## config.mk

```make
export PLATFORM = sky130hd
export DESIGN_NAME = cas16_ts16_inserter
export DESIGN_NICKNAME = d
export VERILOG_FILES = /design/src/rtl/cas16_pkg.sv /design/src/rtl/cas16_locator.sv /design/src/rtl/cas16_builder.sv /design/src/rtl/cas16_ts16_inserter.sv
export SDC_FILE = /design/constraint.sdc
export NUM_CORES = 1
export LEC_CHECK = 0
export BUFFER_PORTS_ARGS = -buffer_cell sky130_fd_sc_hd__buf_2
export CAP_MARGIN = 20
export CORE_ASPECT_RATIO = 2
export CORE_UTILIZATION = 53
export DETAILED_ROUTE_END_ITERATION = 8
export PLACE_DENSITY_LB_ADDON = 0.1
export SLEW_MARGIN = 40
export SYNTH_ARGS = -nofsm -noshare
export SYNTH_HDL_FRONTEND = slang
export SYNTH_SLANG_ARGS = --single-unit
export TNS_END_PERCENT = 10
```

## constraint.sdc

```tcl
create_clock -name clk -period 7.7 [get_ports clk]
set_input_delay 0 -clock clk [delete_from_list [all_inputs] [get_ports clk]]
set_output_delay 0 -clock clk [all_outputs]
set_load 0.02 [all_outputs]
```

## src/rtl/cas16_pkg.sv

```systemverilog
package cas16_pkg;
  localparam int SLOT_W = 8;
  localparam logic [3:0] MF_ALIGN_NIB = 4'b0000;

  // frame-0 signaling byte: alignment nibble, then X, Y(alarm), X, X
  function automatic logic [7:0] mf_head_byte(input logic [2:0] xb, input logic alm);
    return {MF_ALIGN_NIB, xb[2], alm, xb[1], xb[0]};
  endfunction

  function automatic logic [7:0] pair_byte(input logic [3:0] first_w, input logic [3:0] second_w);
    return {first_w, second_w};
  endfunction
endpackage

```

## src/rtl/cas16_locator.sv

```systemverilog
module cas16_locator #(
  parameter int SLOTS     = 32,
  parameter int SLOT_BITS = 8,
  parameter int MF_LEN    = 16,
  localparam int PW = $clog2(SLOTS*SLOT_BITS),
  localparam int MW = $clog2(MF_LEN),
  localparam int SW = $clog2(SLOTS),
  localparam int BW = $clog2(SLOT_BITS)
) (
  input  logic          clk,
  input  logic          rst_n,
  input  logic          frm_start,
  input  logic          mf_sync,
  output logic [SW-1:0] slot_idx,
  output logic [BW-1:0] bit_idx,
  output logic [MW-1:0] frame_idx,
  output logic          aligned,
  output logic          frame_edge
);
  localparam logic [PW-1:0] LAST_POS = PW'(SLOTS*SLOT_BITS-1);
  localparam logic [MW-1:0] LAST_MF  = MW'(MF_LEN-1);

  logic [PW-1:0] pos_q, pos_nx;
  logic [MW-1:0] mf_q, mf_nx;
  logic          algn_q;

  always_comb begin
    if (frm_start)             pos_nx = '0;
    else if (pos_q == LAST_POS) pos_nx = '0;
    else                       pos_nx = pos_q + 1'b1;
  end

  assign frame_edge = frm_start | (algn_q & (pos_q == LAST_POS));
  assign aligned    = frm_start | algn_q;

  always_comb begin
    if (frm_start && mf_sync) mf_nx = '0;
    else if (frame_edge)      mf_nx = (mf_q == LAST_MF) ? '0 : mf_q + 1'b1;
    else                      mf_nx = mf_q;
  end

  always_ff @(posedge clk) begin
    if (!rst_n) begin
      pos_q  <= LAST_POS;
      mf_q   <= LAST_MF;
      algn_q <= 1'b0;
    end else begin
      if (aligned) pos_q <= pos_nx;
      mf_q   <= mf_nx;
      algn_q <= aligned;
    end
  end

  assign slot_idx  = SW'(pos_nx / PW'(SLOT_BITS));
  assign bit_idx   = BW'(pos_nx % PW'(SLOT_BITS));
  assign frame_idx = mf_nx;

  assert_mf_sync_R5: assert property (@(posedge clk) disable iff (!rst_n)
    (frm_start && mf_sync) |=> (mf_q == '0));
  assert_mf_step_R5: assert property (@(posedge clk) disable iff (!rst_n)
    (frm_start && !mf_sync && algn_q) |=>
      (mf_q == (($past(mf_q) == LAST_MF) ? '0 : $past(mf_q) + 1'b1)));
  assert_restart_R9: assert property (@(posedge clk) disable iff (!rst_n)
    frm_start |=> (pos_q == '0));
  assert_stray_sync_R10: assert property (@(posedge clk) disable iff (!rst_n)
    (!frm_start && mf_sync && pos_q != LAST_POS) |=> $stable(mf_q));
endmodule

```

## src/rtl/cas16_builder.sv

```systemverilog
module cas16_builder
  import cas16_pkg::*;
#(
  parameter int CHANS  = 30,
  parameter int MF_LEN = 16,
  localparam int MW = $clog2(MF_LEN)
) (
  input  logic [MW-1:0]      frame_idx,
  input  logic [2:0]         bit_idx,
  input  logic [4*CHANS-1:0] sig_tbl,
  input  logic [2:0]         xtra_bits,
  input  logic               alarm_bit,
  output logic [7:0]         ts_byte,
  output logic               gen_bit
);
  localparam int PAIR_OFS = MF_LEN - 1;

  logic [3:0] word_arr [CHANS];

  for (genvar g = 0; g < CHANS; g++) begin : g_word
    assign word_arr[g] = sig_tbl[4*g +: 4];
  end

  always_comb begin
    int fi;
    logic [3:0] w_first, w_second;
    fi = int'(frame_idx);
    w_first  = 4'h0;
    w_second = 4'h0;
    if (fi >= 1 && fi <= CHANS)            w_first  = word_arr[fi-1];
    if (fi >= 1 && fi + PAIR_OFS <= CHANS) w_second = word_arr[fi-1+PAIR_OFS];
    if (fi == 0) ts_byte = mf_head_byte(xtra_bits, alarm_bit);
    else         ts_byte = pair_byte(w_first, w_second);
  end

  assign gen_bit = ts_byte[~bit_idx];
endmodule

```

## src/rtl/cas16_ts16_inserter.sv

```systemverilog
module cas16_ts16_inserter #(
  parameter int SLOTS     = 32,
  parameter int MF_LEN    = 16,
  parameter int CHANS     = 30,
  parameter int SIG_SLOT  = 16,
  localparam int SLOT_BITS = cas16_pkg::SLOT_W,
  localparam int MW = $clog2(MF_LEN),
  localparam int SW = $clog2(SLOTS),
  localparam int BW = $clog2(SLOT_BITS)
) (
  input  logic               clk,
  input  logic               rst_n,
  input  logic               frm_start,
  input  logic               mf_sync,
  input  logic               ser_in,
  input  logic               src_sel,
  input  logic               ccs_mode,
  input  logic [4*CHANS-1:0] sig_tbl,
  input  logic [2:0]         xtra_bits,
  input  logic               alarm_bit,
  output logic               ser_out
);
  logic [SW-1:0] slot_idx;
  logic [BW-1:0] bit_idx;
  logic [MW-1:0] frame_idx;
  logic          aligned, frame_edge;
  logic [7:0]    ts_byte;
  logic          gen_bit, ins_en;

  cas16_locator #(.SLOTS(SLOTS), .SLOT_BITS(SLOT_BITS), .MF_LEN(MF_LEN)) loc_i (
    .clk(clk), .rst_n(rst_n), .frm_start(frm_start), .mf_sync(mf_sync),
    .slot_idx(slot_idx), .bit_idx(bit_idx), .frame_idx(frame_idx),
    .aligned(aligned), .frame_edge(frame_edge));

  cas16_builder #(.CHANS(CHANS), .MF_LEN(MF_LEN)) bld_i (
    .frame_idx(frame_idx), .bit_idx(bit_idx), .sig_tbl(sig_tbl),
    .xtra_bits(xtra_bits), .alarm_bit(alarm_bit),
    .ts_byte(ts_byte), .gen_bit(gen_bit));

  assign ins_en = aligned & ~ccs_mode & src_sel & (slot_idx == SW'(SIG_SLOT));

  always_ff @(posedge clk) begin
    if (!rst_n) ser_out <= 1'b0;
    else        ser_out <= ins_en ? gen_bit : ser_in;
  end

  assert_outside_pass_R2: assert property (@(posedge clk) disable iff (!rst_n)
    (slot_idx != SW'(SIG_SLOT)) |=> (ser_out == $past(ser_in)));
  assert_mf_head_R3: assert property (@(posedge clk) disable iff (!rst_n)
    (ins_en && frame_idx == '0 && bit_idx < BW'(4)) |=> (ser_out == 1'b0));
  assert_src_pass_R6: assert property (@(posedge clk) disable iff (!rst_n)
    !src_sel |=> (ser_out == $past(ser_in)));
  assert_ccs_pass_R7: assert property (@(posedge clk) disable iff (!rst_n)
    ccs_mode |=> (ser_out == $past(ser_in)));
  assert_unaligned_R8: assert property (@(posedge clk) disable iff (!rst_n)
    !aligned |=> (ser_out == $past(ser_in)));
  assert_edge_R9: assert property (@(posedge clk) disable iff (!rst_n)
    frame_edge |-> (slot_idx == '0 && bit_idx == '0));
endmodule

```

==> flow_summary.ini <==
[global_routing]
grt_pass1_wl_um = 15400
grt_pass1_vias = 3471
grt_usage = 0.317
grt_max_degree = 49
antenna_found_initial = 0
overflow = 0

[timing]
slew_violations = 0
hold_ws_ps = 47.7
finClkSkew_ps = 1.47
tightest_slew_ps = 740
rsz0062_at_grt = false
fin_crit_sh = 0.645
fin_setup_tns_ps = 0
setup_violations = 0
final_hold_viol_count = 0
period_minus_slack_ps = 4960
relSlewSlack = 0.506
setup_ws_ps = 2740
max_freq_mhz = 201

[logic_synthesis]
synth_simple_gate_area_frac = 0.263
synth_seq_cells = 14
synth_fa_ha_area_frac = 0.0245
synth_xor_xnor_area_share = 0.0254
synth_top_area_frac = 0.243
synth.area.top_cells = mux4_2 (24%), dfxtp_1 (9.2%), nand2_1 (7.4%), mux2i_1 (3.9%), nand3_1 (3.6%)
synth_most_common_cell = nand2_1
yosysWarnings = 0
synth-edff-count = 0
synth-main-ff-cell = dfxtp_1
ys_seq_area_frac = 0.0916
synthMuxAreaShare = 0.297
yosys.area.top_type = mux4_2
syn_nets = 507
synth_top_family_by_area = multiplexers
synth_compound_gate_area_share = 0.235
ys_async_sr_fraction = 0
synthCells = 370
netlist-cell-type-count = 65
syn_avg_cell_area_um2 = 8.27
syn_area_um2 = 3060
synth_common_cells = nand2_1 (60), mux4_2 (33), nand3_1 (22), o21ai_0 (22)

[placement]
globalplace.congestion = 0.936
hpwl_um = 7940
place_ws_ps = 2730
placement.io_buffers = 131
place_inst = 534

[die]
floorplan.die_area_um2 = 6100
coreArea_um2 = 5470
initial_core_util = 0.559
row_count = 38
pin_count = 132
die_x_um = 55.7
dieHeight_um = 109

[cts]
numCtsBuffers = 3
post_cts_buffers = 0
htree_levels = 1
cts_sinks = 14
cts_buffer_depth = 2
root_buffer = clkbuf_8
hold_buffers = 0
clkLatencyLatePin_ps = 250
cts_tree = yes
clkTransAtPathRegs_ps = 60
cts-resized-gates = 0

[layout]
drive_gt1_frac = 0.400
fin_nets = 616
num_antenna_cells = 0
fill_cells = 509
final_cells = 538
syn_to_final_growth_pct = 21.3

[critical_path]
path_class = register to register
critPathMaxFanout = 48
arrival_ps = 5080
crit_path_end_kind = register
critPathLaunchType = register
cp.required_ps = 7820

[power_and_ir_drop]
power_leakage_uw = 0.00161
power.density_nw_per_um2 = 142
peakVddDrop_uv = 154

[drt]
drtIter0Drc = 178
finalWirelength_um = 9670
drc_errors = 0
first_pass_iters = 5
vias_per_cell = 6.54
avgRoutedWirePerCell_um = 18.0
antenna_left = 0
num_vias = 3516

[status]
status = complete, no violations

[run]
max_cap_violations = 0

[hold_path]
hold_class = input port to register
worst paths after layout:
kind | endpoint | slack, ps | cells after the start | start
max | ser_out$_SDFF_PN0_ | 2740 | 15 | loc_i.pos_q[0]$_SDFFE_PN1N_
max reg2reg | ser_out$_SDFF_PN0_ | 2740 | 15 | loc_i.pos_q[0]$_SDFFE_PN1N_
min reg2reg | loc_i.pos_q[6]$_SDFFE_PN1N_ | 670 | 2 | loc_i.pos_q[6]$_SDFFE_PN1N_
min | loc_i.pos_q[7]$_SDFFE_PN1N_ | 50 | 2 | rst_n
critical path, cell delays in order (launching register included):
cell and delay [ps]:
dfxtp_1 430, ha_1 320, and4_1 410, nand4b_4 140
and3_4 380, ha_2 380, buf_4 530, clkinv_1 480
a31oi_1 250, and4_1 290, or3_1 310, nand2_8 110
a211oi_1 250, a211oi_1 90, a311oi_1 290, o311ai_1 120
cell usage in the layout, fill, tap and decap left out, drive strengths merged, types with 4 or more instances in the layout:
cell / n
ha: 6
a21oi: 12
xor2: 5
a311oi: 4
mux2: 4
a211oi: 12
o31ai: 5
nand4: 7
nor3: 5
and3: 7
o21ai: 24
nor2: 17
mux4: 33
o211ai: 6
dfxtp: 14
nor3b: 5
nand3: 22
and2: 6
clkbuf: 4
a31oi: 16
nor2b: 5
buf: 134
inv: 6
nand2: 61
mux2i: 12
cell families (layout without fill, tap and decap cells):
group | after synthesis | after routing
DFF | 14 | 14
muxes | 49 | 49
and+or+nand+nor | 152 | 152
adders and majority gates | 6 | 6
AOI/OAI and AO/OA | 103 | 103
xor gates and xnor gates | 8 | 8
buffers and inverters | 38 | 146
power by group:
| group | internal [uW] | total, uW | leakage, uW | switching, uW |
|---|---|---|---|---|
| Combinational | 173 | 361 | 0.00147 | 189 |
| Clock | 45.4 | 74.9 | 0.0000288 | 29.5 |
| Sequential | 79.1 | 92.4 | 0.000118 | 13.3 |
final cells by class:
class                   count  area, um2  share of cell area
flip-flops and latches     14        280              0.0755
clock buffers               4       55.1              0.0148
well taps                  60       75.1              0.0202
inverters                   8       30.0             0.00809
repair buffers            134        678               0.183
multi-input cells         318       2590               0.699
registers in the layout, summed over array words and instances (netlist names):
signal / count
loc_i.mf_q: 4
ser_out: 1
loc_i.algn_q: 1
loc_i.pos_q: 8
metrics by stage:
step	instance area, um2	power (uW)	utilization
floorplan	3060	366	-
global placement	3650	447	0.668
detailed placement	3660	452	0.669
CTS	3710	527	0.679
global route	3710	566	0.679
finish	3710	529	0.679
metal layers:
metal / wire length, um / global-route usage / part of all wire / vias to the layer above
li1: - / - / - / 1672
met1: 3290 / 0.310 / 0.34 / 1667
met2: 5510 / 0.627 / 0.57 / 139
met3: 383 / 0.0224 / 0.040 / 38
met4: 484 / 0.202 / 0.050 / 0
met5: 0 / 0 / 0 / -
No activity file was read; power rests on OpenSTA's default activity.
